--- src/rtl/pwmgen_pkg.sv ---
package pwmgen_pkg;
    typedef enum logic {
        PH_HIGH = 1'b0,
        PH_LOW  = 1'b1
    } phase_e;
endpackage

--- src/rtl/pwmgen_prescaler.sv ---
module pwmgen_prescaler #(
    parameter int DIV = 12
) (
    input  logic clk,
    input  logic rst,
    output logic tick
);
    localparam int PW = (DIV > 1) ? $clog2(DIV) : 1;

    logic [PW-1:0] cnt_d, cnt_q;

    always_comb begin
        tick  = (cnt_q == PW'(DIV - 1));
        cnt_d = tick ? '0 : cnt_q + PW'(1);
    end

    always_ff @(posedge clk) begin
        if (rst) cnt_q <= '0;
        else     cnt_q <= cnt_d;
    end

    // no tick in the cycle right after another unless division is one
    assert_tick_spacing_R5: assert property (@(posedge clk) disable iff (rst)
        (DIV > 1 && tick) |=> !tick);
endmodule

--- src/rtl/pwmgen_duty_map.sv ---
module pwmgen_duty_map #(
    parameter int ERR_W  = 8,
    parameter int PERIOD = 550,
    parameter int CNT_W  = 10,
    parameter int ON_MIN = 0,
    parameter int ON_MAX = 550
) (
    input  logic [ERR_W-1:0] err,
    output logic [CNT_W-1:0] on_ticks,
    output logic [CNT_W-1:0] off_ticks
);
    localparam int PW   = ERR_W + CNT_W;
    localparam int FULL = (1 << ERR_W) - 1;

    logic [PW-1:0] prod, raw, lo_clip, hi_clip;

    assign prod = PW'(err) * PW'(PERIOD);
    assign raw  = prod / PW'(FULL);

    generate
        if (ON_MIN > 0) begin : g_lo_clamp
            assign lo_clip = (raw < PW'(ON_MIN)) ? PW'(ON_MIN) : raw;
        end else begin : g_lo_pass
            assign lo_clip = raw;
        end
    endgenerate

    assign hi_clip   = (lo_clip > PW'(ON_MAX)) ? PW'(ON_MAX) : lo_clip;
    assign on_ticks  = CNT_W'(hi_clip);
    assign off_ticks = CNT_W'(PERIOD) - on_ticks;
endmodule

--- src/rtl/pwmgen_shadow.sv ---
module pwmgen_shadow #(
    parameter int CNT_W = 10
) (
    input  logic             clk,
    input  logic             rst,
    input  logic             strobe,
    input  logic             take,
    input  logic [CNT_W-1:0] on_in,
    input  logic [CNT_W-1:0] off_in,
    output logic [CNT_W-1:0] shd_on,
    output logic [CNT_W-1:0] shd_off,
    output logic             pend
);
    typedef struct packed {
        logic             pend;
        logic [CNT_W-1:0] on_t;
        logic [CNT_W-1:0] off_t;
    } shd_t;

    shd_t s_d, s_q;

    always_comb begin
        s_d = s_q;
        if (strobe) begin
            s_d.on_t  = on_in;
            s_d.off_t = off_in;
            s_d.pend  = 1'b1;
        end else if (take) begin
            s_d.pend  = 1'b0;
        end
    end

    always_ff @(posedge clk) begin
        if (rst) s_q <= '0;
        else     s_q <= s_d;
    end

    assign shd_on  = s_q.on_t;
    assign shd_off = s_q.off_t;
    assign pend    = s_q.pend;

    // a strobe in the same cycle as a transfer leaves a command pending
    assert_strobe_wins_R10: assert property (@(posedge clk) disable iff (rst)
        (strobe && take) |=> pend);
endmodule

--- src/rtl/pwm_reload_gen.sv ---
module pwm_reload_gen #(
    parameter int ERR_W    = 8,
    parameter int PRESCALE = 12,
    parameter int PERIOD   = 550,
    parameter int ON_MIN   = 0,
    parameter int ON_MAX   = PERIOD,
    localparam int CNT_W   = $clog2(PERIOD + 1)
) (
    input  logic             clk,
    input  logic             rst,
    input  logic [ERR_W-1:0] err_in,
    input  logic             err_valid,
    output logic             pwm_out,
    output logic [CNT_W-1:0] on_cnt,
    output logic [CNT_W-1:0] off_cnt,
    output logic             load_pulse
);
    import pwmgen_pkg::*;

    typedef struct packed {
        logic             running;
        phase_e           phase;
        logic             pwm;
        logic             load;
        logic [CNT_W-1:0] timer;
        logic [CNT_W-1:0] act_on;
        logic [CNT_W-1:0] act_off;
    } gen_t;

    gen_t g_d, g_q;

    logic             tick;
    logic [CNT_W-1:0] map_on, map_off;
    logic [CNT_W-1:0] shd_on, shd_off;
    logic             pend;
    logic             take;
    logic             start;
    logic [CNT_W-1:0] sel_on, sel_off;

    pwmgen_prescaler #(.DIV(PRESCALE)) u_pre (
        .clk  (clk),
        .rst  (rst),
        .tick (tick)
    );

    pwmgen_duty_map #(
        .ERR_W  (ERR_W),
        .PERIOD (PERIOD),
        .CNT_W  (CNT_W),
        .ON_MIN (ON_MIN),
        .ON_MAX (ON_MAX)
    ) u_map (
        .err       (err_in),
        .on_ticks  (map_on),
        .off_ticks (map_off)
    );

    pwmgen_shadow #(.CNT_W(CNT_W)) u_shd (
        .clk     (clk),
        .rst     (rst),
        .strobe  (err_valid),
        .take    (take),
        .on_in   (map_on),
        .off_in  (map_off),
        .shd_on  (shd_on),
        .shd_off (shd_off),
        .pend    (pend)
    );

    always_comb begin
        g_d      = g_q;
        g_d.load = 1'b0;
        start    = 1'b0;
        take     = 1'b0;
        sel_on   = pend ? shd_on  : g_q.act_on;
        sel_off  = pend ? shd_off : g_q.act_off;

        if (tick) begin
            if (!g_q.running) begin
                start = pend;
            end else if (g_q.timer > CNT_W'(1)) begin
                g_d.timer = g_q.timer - CNT_W'(1);
            end else if (g_q.phase == PH_HIGH && g_q.act_off != '0) begin
                g_d.phase = PH_LOW;
                g_d.pwm   = 1'b0;
                g_d.timer = g_q.act_off;
            end else begin
                start = 1'b1;
            end

            if (start) begin
                take        = pend;
                g_d.load    = pend;
                g_d.running = 1'b1;
                g_d.act_on  = sel_on;
                g_d.act_off = sel_off;
                if (sel_on != '0) begin
                    g_d.phase = PH_HIGH;
                    g_d.pwm   = 1'b1;
                    g_d.timer = sel_on;
                end else begin
                    g_d.phase = PH_LOW;
                    g_d.pwm   = 1'b0;
                    g_d.timer = sel_off;
                end
            end
        end
    end

    always_ff @(posedge clk) begin
        if (rst) g_q <= '0;
        else     g_q <= g_d;
    end

    assign pwm_out    = g_q.pwm;
    assign on_cnt     = g_q.act_on;
    assign off_cnt    = g_q.act_off;
    assign load_pulse = g_q.load;

    // quiet until the first command has started a period
    assert_idle_quiet_R1: assert property (@(posedge clk) disable iff (rst)
        !g_q.running |-> (!pwm_out && on_cnt == '0 && off_cnt == '0));

    // active pair always covers the full period
    assert_sum_period_R2: assert property (@(posedge clk) disable iff (rst)
        g_q.running |-> ({1'b0, on_cnt} + {1'b0, off_cnt}) == (CNT_W+1)'(PERIOD));

    // active high count never exceeds the upper limit
    assert_clamp_hi_R3: assert property (@(posedge clk) disable iff (rst)
        g_q.running |-> on_cnt <= CNT_W'(ON_MAX));

    // output level moves only on a prescaler tick
    assert_edge_on_tick_R5: assert property (@(posedge clk) disable iff (rst)
        (pwm_out != $past(pwm_out)) |-> $past(tick));

    // active counts change only together with a load
    assert_hold_active_R6: assert property (@(posedge clk) disable iff (rst)
        (on_cnt != $past(on_cnt) || off_cnt != $past(off_cnt)) |-> load_pulse);

    // a load is produced by a tick
    assert_load_on_tick_R7: assert property (@(posedge clk) disable iff (rst)
        load_pulse |-> $past(tick));

    // zero high count keeps the gate off
    assert_zero_on_R8: assert property (@(posedge clk) disable iff (rst)
        (g_q.running && on_cnt == '0) |-> !pwm_out);

    // zero low count keeps the gate on
    assert_zero_off_R9: assert property (@(posedge clk) disable iff (rst)
        (g_q.running && off_cnt == '0) |-> pwm_out);
endmodule

--- config.mk ---
export PLATFORM = sky130hd
export DESIGN_NAME = pwm_reload_gen
export DESIGN_NICKNAME = d
export VERILOG_FILES = /design/src/rtl/pwmgen_pkg.sv /design/src/rtl/pwmgen_prescaler.sv /design/src/rtl/pwmgen_duty_map.sv /design/src/rtl/pwmgen_shadow.sv /design/src/rtl/pwm_reload_gen.sv
export SDC_FILE = /design/constraint.sdc
export NUM_CORES = 1
export LEC_CHECK = 0
export ABC_CLOCK_PERIOD_IN_PS = 15400
export BUFFER_PORTS_ARGS = -buffer_cell sky130_fd_sc_hd__buf_4
export CAP_MARGIN = 40
export CORE_UTILIZATION = 61
export CTS_CLUSTER_DIAMETER = 200
export DETAILED_ROUTE_END_ITERATION = 8
export GPL_TIMING_DRIVEN = 1
export PLACE_DENSITY_LB_ADDON = 0.12
export SLEW_MARGIN = 20
export SYNTH_ARGS = -nofsm -noshare
export SYNTH_HDL_FRONTEND = slang
export SYNTH_SLANG_ARGS = --single-unit
export TNS_END_PERCENT = 5
--- constraint.sdc ---
create_clock -name clk -period 15.4 [get_ports clk]
set_input_delay 1.54 -clock clk [delete_from_list [all_inputs] [get_ports clk]]
set_output_delay 1.54 -clock clk [all_outputs]
set_load 0.005 [all_outputs]
Word-level counts from Yosys, hierarchy flattened
Index checks and enable logic that the tools add are counted.
{"block": "word_totals", "wordCells": 55, "reg_bits": 59, "output_inout_bits": 22}
{"block": "op_classes", "n_mul": 1, "n_bitwise": 3, "order_cmp": 2, "n_addsub": 3, "eq_ne": 2, "div_mod_pow": 1, "muxes": 20, "n_reduce_logical": 12}
{"operator": "10-bit 2-to-1 mux", "count": 7}
{"operator": "33-bit 2-to-1 mux", "count": 1}
{"operator": "10-bit nonzero test", "count": 2}
{"operator": "18-bit by 8-bit divider with 18-bit output, second input constant", "count": 1}
{"operator": "18-bit by 10-bit > comparator with 1-bit output, second input constant", "count": 1}
{"operator": "8-bit by 9-bit multiplier with 17-bit output, second input constant", "count": 1}
{"operator": "10-bit by 1-bit > comparator with 1-bit output, second input constant", "count": 1}
{"operator": "10-bit by 1-bit subtractor with 10-bit output, second input constant", "count": 1}
{"operator": "10-bit subtractor, first input constant", "count": 1}
{"operator": "1-bit 2-to-1 mux", "count": 8}
{"operator": "2-bit 2-to-1 mux", "count": 4}
{"operator": "2-bit nonzero test", "count": 3}
{"operator": "4-bit by 1-bit adder with 4-bit output, second input constant", "count": 1}
{"operator": "4-bit == test, second input constant", "count": 1}
{"operator": "4-bit AND reduction", "count": 1}
{"operator": "1-bit inverter", "count": 3}
{"operator": "3-bit AND reduction", "count": 1}
{"operator": "3-bit nonzero test", "count": 1}
{"operator": "3-bit OR reduction", "count": 1}
{"operator": "2-bit by 1-bit inequality test with 1-bit output, second input constant", "count": 1}
{"operator": "2-bit AND reduction", "count": 1}
{"operator": "2-bit OR reduction", "count": 1}
{"operator": "1-bit logical AND", "count": 1}

Longest topological paths before layout
Gate-level depths: netlist of run 1.
{"block": "depth", "ltp_word": 10, "mapped_depth": 44, "mapped_depth_nobuf": 39}

Modules after synthesis
Synthesis of run 1 repeated with hierarchy kept, for this count alone.
{"block": "hier_totals", "cells_unflattened": 969, "hier_area_um2": 7606.0}
{"module": "pwmgen_duty_map", "n_inst": 1, "area_each_um2": 4286.6, "cells_per_inst": 605, "seq_area_each_um2": 0.0}
{"module": "pwm_reload_gen", "n_inst": 1, "area_each_um2": 2361.0, "cells_per_inst": 279, "seq_area_each_um2": 680.7}
{"module": "pwmgen_shadow", "n_inst": 1, "area_each_um2": 769.5, "cells_per_inst": 69, "seq_area_each_um2": 420.4}
{"module": "pwmgen_prescaler", "n_inst": 1, "area_each_um2": 188.9, "cells_per_inst": 16, "seq_area_each_um2": 80.1}

Least setup slack after synthesis of run 1
No wires, ideal clock.
{"block": "synth_timing", "path_type": "in2reg", "startpoint": "input err_in[6]", "endpoint": "register u_shd.s_q, in the netlist u_shd.shd_off[8]", "t_arrival_ns": 10.737, "required_ns": 15.314, "cell_stages": 40, "setup_slack_ns": 4.578, "cell_sequence": "inv_1 -> ha_1 -> fa_1 -> inv_1 -> fa_1 -> ha_1 -> ha_1 -> or3_1 -> o221a_2 -> xor2_2 -> nand4_1 -> o21ai_1 -> o211ai_4 -> nor3_1 -> mux2_2 -> o311ai_4 -> mux2_2 -> o21a_1 -> [... 4 more ...] -> nand3_1 -> o31a_1 -> nor2_1 -> a21oi_2 -> o21bai_2 -> mux2_1 -> o22ai_1 -> and4bb_1 -> o21ba_1 -> o21a_1 -> nor2_1 -> ha_1 -> o21ai_0 -> o21ai_0 -> a32o_1 -> o211ai_1 -> o21ai_0 -> a211oi_1"}
{"block": "synth_via", "elab_chain_len": 5}
{"element": "from (decl)", "line_no": "pwm_reload_gen.sv:11", "rtl": "input logic [ERR_W-1:0] err_in,"}
{"element": "8-bit by 9-bit multiplier with 17-bit output (*)", "line_no": "pwmgen_duty_map.sv:17", "rtl": "assign prod = PW'(err) * PW'(PERIOD);"}
{"element": "18-bit by 8-bit divider with 18-bit output (*)", "line_no": "pwmgen_duty_map.sv:18", "rtl": "assign raw = prod / PW'(FULL);"}
{"element": "18-bit by 10-bit > comparator with 1-bit output", "line_no": "pwmgen_duty_map.sv:28", "rtl": "assign hi_clip = (lo_clip > PW'(ON_MAX)) ? PW'(ON_MAX) : lo_clip;"}
{"element": "10-bit 2-to-1 mux (*)", "line_no": "pwmgen_duty_map.sv:28"}
{"element": "10-bit subtractor (*)", "line_no": "pwmgen_duty_map.sv:30", "rtl": "assign off_ticks = CNT_W'(PERIOD) - on_ticks;"}
{"element": "to (signal assigned)", "line_no": "pwmgen_shadow.sv:34", "rtl": "if (rst) s_q <= '0;"}
{"element": "to (signal assigned)", "line_no": "pwmgen_shadow.sv:35", "rtl": "else s_q <= s_d;"}
{"element": "to (decl)", "line_no": "pwmgen_shadow.sv:20", "rtl": "shd_t s_d, s_q;"}
Every way passes the cells marked *; elsewhere a longest branch is shown, timed or not.
A chain may end at the register's enable or synchronous reset.

Worst setup path in the final report of run 1
Ends and elaborated chain as after synthesis.

==> flow_metrics.tcl, run 1 <==
set metrics [dict create \
    status "finished, final reports clean" \
    dr_total_vias 7390 \
    clkTransAtPathRegs_ns 0.05 \
    routed_via_density 6.93 \
    die_x_um 109 \
    wl_met2_um 9440 \
    fill_cells 932 \
    overflow 0 \
    final_cell_mix "nand2_1 (114), a21oi_1 (82), nor2_1 (78), dfxtp_1 (58), ha_1 (45)" \
    synth_cells 929 \
    power_frac_comb 0.749 \
    p_seq_frac 0.116 \
    cp-end-kind "register" \
    p_switching_mw 0.848 \
    num_antenna_cells 0 \
    maxSlewViolCount 0 \
    setup_viol 0 \
    fin_tns_setup_ns 0 \
    worst_slew_pin_slew_ns 0.881 \
    stdcell_count 1067 \
    synth_edf_count 0 \
    ys_seq_elements 58 \
    p_leak_nw 2.97 \
    fmax_mhz 82.7 \
    grtUsageTotal 0.343 \
    core_area_um2 11000 \
    cts_max_path_buffers 2 \
    start_kind "primary input" \
    hold_depth 1 \
    portBuffers 32 \
    synthArstFlopShare 0 \
    rsz0062_at_grt "no" \
    drt-met1-wl_um 8700 \
    htree_levels 3 \
    postLayoutCellArea_um2 7530 \
    cts_tree "done" \
    gp_congestion 0.965 \
    ys.flop_type "dfxtp_1" \
    seq_area_um2 1160 \
    wl_met3_um 1390 \
    r2r_cells 8 \
    place_area_um2 7180 \
    drtIter0Drc 1031 \
    yosysSeqAreaShare 0.165 \
    fin_nets 984 \
    critPathKind "in2reg" \
    netSwitchingFraction 0.537 \
    cap_violations 0 \
    multi_input_area_um2 5470 \
    crit_fanout 12 \
    power.density_nw_per_um2 210 \
    syn_to_final_growth_pct 6.86 \
    syn_nets 991 \
    dp.cells 1048 \
    worst_path_largest_cell_delay_ns 0.65 \
    drc 0 \
    cts_setup_buffers 0 \
    clock_sinks 58 \
    grt_max_degree 60 \
    fp-row-count 38 \
    first_pass_iters 6 \
    cp_slowest_cell "nor4_4" \
    ir_drop_mv 0.156 \
    finalCritPeriodShare 0.785 \
    min_period_ns 12.09 \
    synth_area_um2 7040 \
    hp-start "u_pre.cnt_q[0]" \
    p_clk_frac 0.134 \
    cpMostUsedCell "ha_1" \
    cts-buffers-inserted 9 \
    final_common_cell "nand2_1" \
    routedWlPerCell_um 18.8 \
    clk_latency_ns 0.33 \
    yosys_warnings 0 \
    cts_hold_buf 0 \
    antenna_left 0 \
    crit_arrival_ns 12.34 \
    die_y_um 109 \
    clock_skew_ns 0.00644 \
    postCtsResizedCells 0 \
    slew-limit-headroom 0.409 \
    hpwl_um 15200 \
    hold_violations 0 \
    holdPathEnd "u_pre.cnt_q[0]" \
    required_ns 15.65 \
    highest_layer "met4" \
    start_util 0.639 \
    hold_class "reg2reg" \
    ys_types 106 \
    antenna_found_initial 0 \
    synth.avg_cell_area_um2 7.58 \
    intPower_mw 0.731 \
    r2r_start "g_q[22]" \
    die_area_um2 12000 \
    first_global_vias 6601 \
    root_buffer "clkbuf_16" \
    ios 33 \
    drive_gt1_frac 0.129 \
    grt_pass1_wl_um 32700 \
    wirelength_um 20000 \
    rr_endpoint "off_cnt[0]" \
    rrSetupSlack_ns 12.29 \
]
[metrics by stage]
step | setup slack [ns] | utilization | hold WS (ns) | power [mW]
2_1_floorplan | 4.58 | - | 0.432 | 1.09
3_3_place_gp | 3.23 | 0.650 | 0.440 | 1.29
3_5_place_dp | 2.96 | 0.651 | 0.455 | 1.32
4_1_cts | 3.28 | 0.680 | 0.463 | 1.53
5_1_grt | 2.45 | 0.682 | 0.501 | 1.68
6_report | 3.31 | 0.682 | 0.465 | 1.58
[per-layer routing]
layer / global-route usage / up-vias
met1: 0.442 / 3487
met2: 0.584 / 368
met3: 0.0462 / 44
li1: - / 3491
met4: 0.123 / 0
met5: 0 / -
[synth_stat cells, drive strengths merged, types with 11 or more instances]
master	count	area, um2
nand3	25	130
dfxtp	58	1160
nor4	14	124
nor3	30	150
o21ai	57	289
inv	26	97.6
ha	45	563
xnor2	24	255
clkbuf	28	106
nor2	79	299
xor2	15	146
nand4	13	81.3
buf	30	209
a21oi	86	445
a211oi	36	280
a21o	11	82.6
and3	11	68.8
and2	17	109
o211ai	18	183
a31oi	13	81.3
nand2	115	434
[critical path, delay by kind of cell]
family	cells	cell delay, ns
compound gates	21	5.16
mux	2	0.76
fa+ha+maj	6	1.92
simple gates	8	2.56
xor+xnor	1	0.21
buf+inv	2	0.16
[final cells by class]
cell class,count,area share
Clock buffer,11,0.0322
Clock inverter,5,0.0103
Inverter,27,0.0135
Multi-Input combinational cell,786,0.726
Sequential cell,58,0.154
Tap cell,140,0.0233
Timing Repair Buffer,40,0.0402
[worst max path at each step]
| stage | cells after the start | from | end | slack [ns] |
|---|---|---|---|---|
| floorplan | 40 | err_in[6] | u_shd.shd_off[8] | 4.58 |
| global placement | 39 | err_in[6] | u_shd.shd_off[8] | 3.23 |
| detailed placement | 39 | err_in[6] | u_shd.shd_off[8] | 2.96 |
| CTS | 39 | err_in[6] | u_shd.shd_off[8] | 3.28 |
| global route | 40 | err_in[6] | u_shd.shd_off[8] | 2.45 |
| finish | 40 | err_in[6] | u_shd.shd_off[8] | 3.31 |
[flip-flops by register name (all words and copies together), names as in the netlist]
register and cells:
load_pulse 1, u_shd.shd_off 10, u_pre.cnt_q 4, g_q 12, u_shd.pend 1, pwm_out 1
on_cnt 10, off_cnt 10, u_shd.shd_on 9
[power groups by stage]
stage	clock, mW	sequential, mW	combinational, mW
6_report	0.212	0.183	1.18
3_5_place_dp	0	0.187	1.13
2_1_floorplan	0	0.179	0.912
3_3_place_gp	0	0.186	1.10
4_1_cts	0.213	0.184	1.14
5_1_grt	0.220	0.185	1.28
[cell families after synthesis]
family,after synthesis,synth area share
simple gates,351,0.250
compound gates,330,0.347
buf+inv,85,0.0591
flops,58,0.165
fa+ha+maj,51,0.0970
xor+xnor,39,0.0570
mux,15,0.0245
No activity file was read; power rests on OpenSTA's default activity.
==> run 2: changes to the inputs <==
Settings changed: ABC_AREA from default to 1, ABC_CLOCK_PERIOD_IN_PS 15400 to 12400.
Clock period 15.4 ns to 12.4 ns, I/O delays scaled along.
==> flow_metrics.tcl, run 2 <==
set metrics [dict create \
    status "finished, final reports clean" \
    required_ns 12.64 \
    cts_max_path_buffers 2 \
    root_buffer "clkbuf_8" \
    start_kind "primary input" \
    grt_use_met1 0.392 \
    clkTransAtPathRegs_ns 0.07 \
    cts_setup_buffers 0 \
    clk_latency_ns 0.34 \
    p_leak_nw 3.68 \
    die_x_um 105 \
    cp-end-kind "register" \
    rrSetupSlack_ns 9.69 \
    htree_levels 3 \
    fp-row-count 37 \
    min_period_ns 9.96 \
    netSwitchingFraction 0.561 \
    drtIter0Drc 505 \
    hold_class "reg2reg" \
    maxSlewViolCount 0 \
    clock_skew_ns 0.0121 \
    synth_area_leaders "dfxtp_1 (18%), nand2_1 (15%), inv_1 (8.9%)" \
    synth_cells 1057 \
    hold_violations 0 \
    start_util 0.630 \
    yosysSeqAreaShare 0.178 \
    dr_total_vias 6508 \
    synth.avg_cell_area_um2 6.15 \
    p_seq_frac 0.131 \
    synthArstFlopShare 0 \
    yosysTopAreaCell "dfxtp_1" \
    fin_tns_setup_ns 0 \
    gp_congestion 0.958 \
    hp-start "u_pre.cnt_q[0]" \
    worst_path_largest_cell_delay_ns 0.41 \
    critPathKind "in2reg" \
    post-synth-top-count-cell "nand2_1" \
    ys_types 50 \
    power_frac_comb 0.743 \
    grt_use_met3 0.0445 \
    r2r_start "u_shd.pend" \
    cp_slowest_cell "fa_1" \
    antenna_left 0 \
    post-synth-top-area-fraction 0.178 \
    die_y_um 105 \
    routed_via_density 5.41 \
    slew-limit-headroom 0.521 \
    rsz0062_at_grt "no" \
    synth_area_um2 6500 \
    drc 0 \
    ios 33 \
    grtUsageTotal 0.288 \
    crit_arrival_ns 10.20 \
    cap_violations 0 \
    intPower_mw 0.718 \
    fmax_mhz 100 \
    postCtsResizedCells 0 \
    top_usage_layer "met2" \
    fin_nets 1125 \
    rr_endpoint "g_q[26]" \
    antenna_found_initial 0 \
    grt_pass1_wl_um 26600 \
    largest_reg_flops 12 \
    num_antenna_cells 0 \
    first_global_vias 5891 \
    crit_fanout 12 \
    routedWlPerCell_um 12.9 \
    ys.flop_type "dfxtp_1" \
    ys_seq_elements 58 \
    die_area_um2 11100 \
    synth_commonest_cells "nand2_1 (261), inv_1 (154), nor2_1 (88)" \
    final_cell_mix "nand2_1 (261), inv_1 (154), nor2_1 (87), nand3_1 (83), o21ai_0 (67)" \
    drive_gt1_frac 0.135 \
    synth_edf_count 0 \
    syn_to_final_growth_pct 6.87 \
    cts_tree "done" \
    cpMostUsedCell "nand2_1" \
    wirelength_um 15500 \
    finalCritPeriodShare 0.803 \
    r2r_cells 10 \
    grt_max_degree 45 \
    largest_register "g_q" \
    ir_drop_mv 0.183 \
    portBuffers 32 \
    yosys_warnings 0 \
    worst_slew_pin_slew_ns 0.718 \
    critPathCapture "u_shd.shd_off[8]" \
    power.density_nw_per_um2 235 \
    hpwl_um 12400 \
    core_area_um2 10300 \
    critPathLaunch "err_in[6]" \
    gr-usage-met2 0.485 \
    cts_hold_buf 0 \
    p_clk_frac 0.125 \
    overflow 0 \
    setup_viol 0 \
    p_switching_mw 0.916 \
    final_common_cell "nand2_1" \
    hold-worst-slack_ns 0.452 \
    syn_nets 1119 \
    cts-buffers-inserted 9 \
    clock_sinks 58 \
    first_pass_iters 7 \
]
[run 2: changes by cell type after synthesis, moves of 21 or more]
cell	previous run	this run
a21oi_1	82	50
o21ai_0	44	67
nand3_1	24	83
a211oi_1	34	13
inv_1	26	154
nor3_1	30	7
nand2_1	114	261
[run 2: layout make-up]
| cell class | instances | area (um2) |
|---|---|---|
| clock buffers | 12 | 165 |
| clock inverters | 4 | 72.6 |
| fillers | 984 | 3370 |
| inverters | 171 | 642 |
| multi-input cells | 786 | 4460 |
| flip-flops and latches | 58 | 1160 |
| well taps | 136 | 170 |
| repair buffers | 37 | 278 |
[run 2: worst min path at each step]
stage	endpoint	cells after the start
CTS	u_pre.cnt_q[0]	1
global placement	u_pre.cnt_q[0]	1
finish	u_pre.cnt_q[0]	1
floorplan	u_pre.cnt_q[0]	1
detailed placement	u_pre.cnt_q[0]	1
global route	u_pre.cnt_q[0]	1
[run 2: cells by family after synthesis]
group / count (synthesis) / synth area share
XOR/XNOR: 15 / 0.0202
multiplexers: 7 / 0.0108
AO/OA/AOI/OAI: 185 / 0.167
adder cells (fa/ha/maj): 51 / 0.105
buffers and inverters: 213 / 0.136
AND/OR/NAND/NOR: 528 / 0.383
flip-flops: 58 / 0.178
[run 2: layer usage]
metal / vias to the layer above / routed length (um) / share of wire
li1: 3433 / - / -
met5: - / 0 / 0
met1: 2899 / 7550 / 0.49
met3: 13 / 758 / 0.049
met2: 163 / 7030 / 0.45
met4: 0 / 131 / 0.0085
[run 2: power groups by stage]
stage          logic, mW  registers [mW]  clock network, mW
3_5_place_dp        1.20           0.219                  0
3_3_place_gp        1.20           0.218                  0
5_1_grt             1.39           0.216              0.215
6_report            1.21           0.215              0.205
2_1_floorplan      0.986           0.214                  0
4_1_cts             1.21           0.214              0.206
[run 2: worst max-delay path, delay by kind of cell]
family / cells / cell delay, ns
simple gates: 59 / 6.44
fa+ha+maj: 6 / 1.97
buf+inv: 5 / 0.31
compound gates: 1 / 0.19
[run 2: through the flow]
step | setup slack, ns | instances | util | power [mW] | area, um2
after floorplan | 3.45 | 1057 | - | 1.20 | 6500
after global placement | 2.35 | 1187 | 0.650 | 1.41 | 6710
after detailed placement | 2.14 | 1188 | 0.650 | 1.42 | 6710
after CTS | 2.48 | 1204 | 0.673 | 1.63 | 6950
after global routing | 1.39 | 1204 | 0.673 | 1.82 | 6950
final | 2.44 | 1204 | 0.673 | 1.63 | 6950
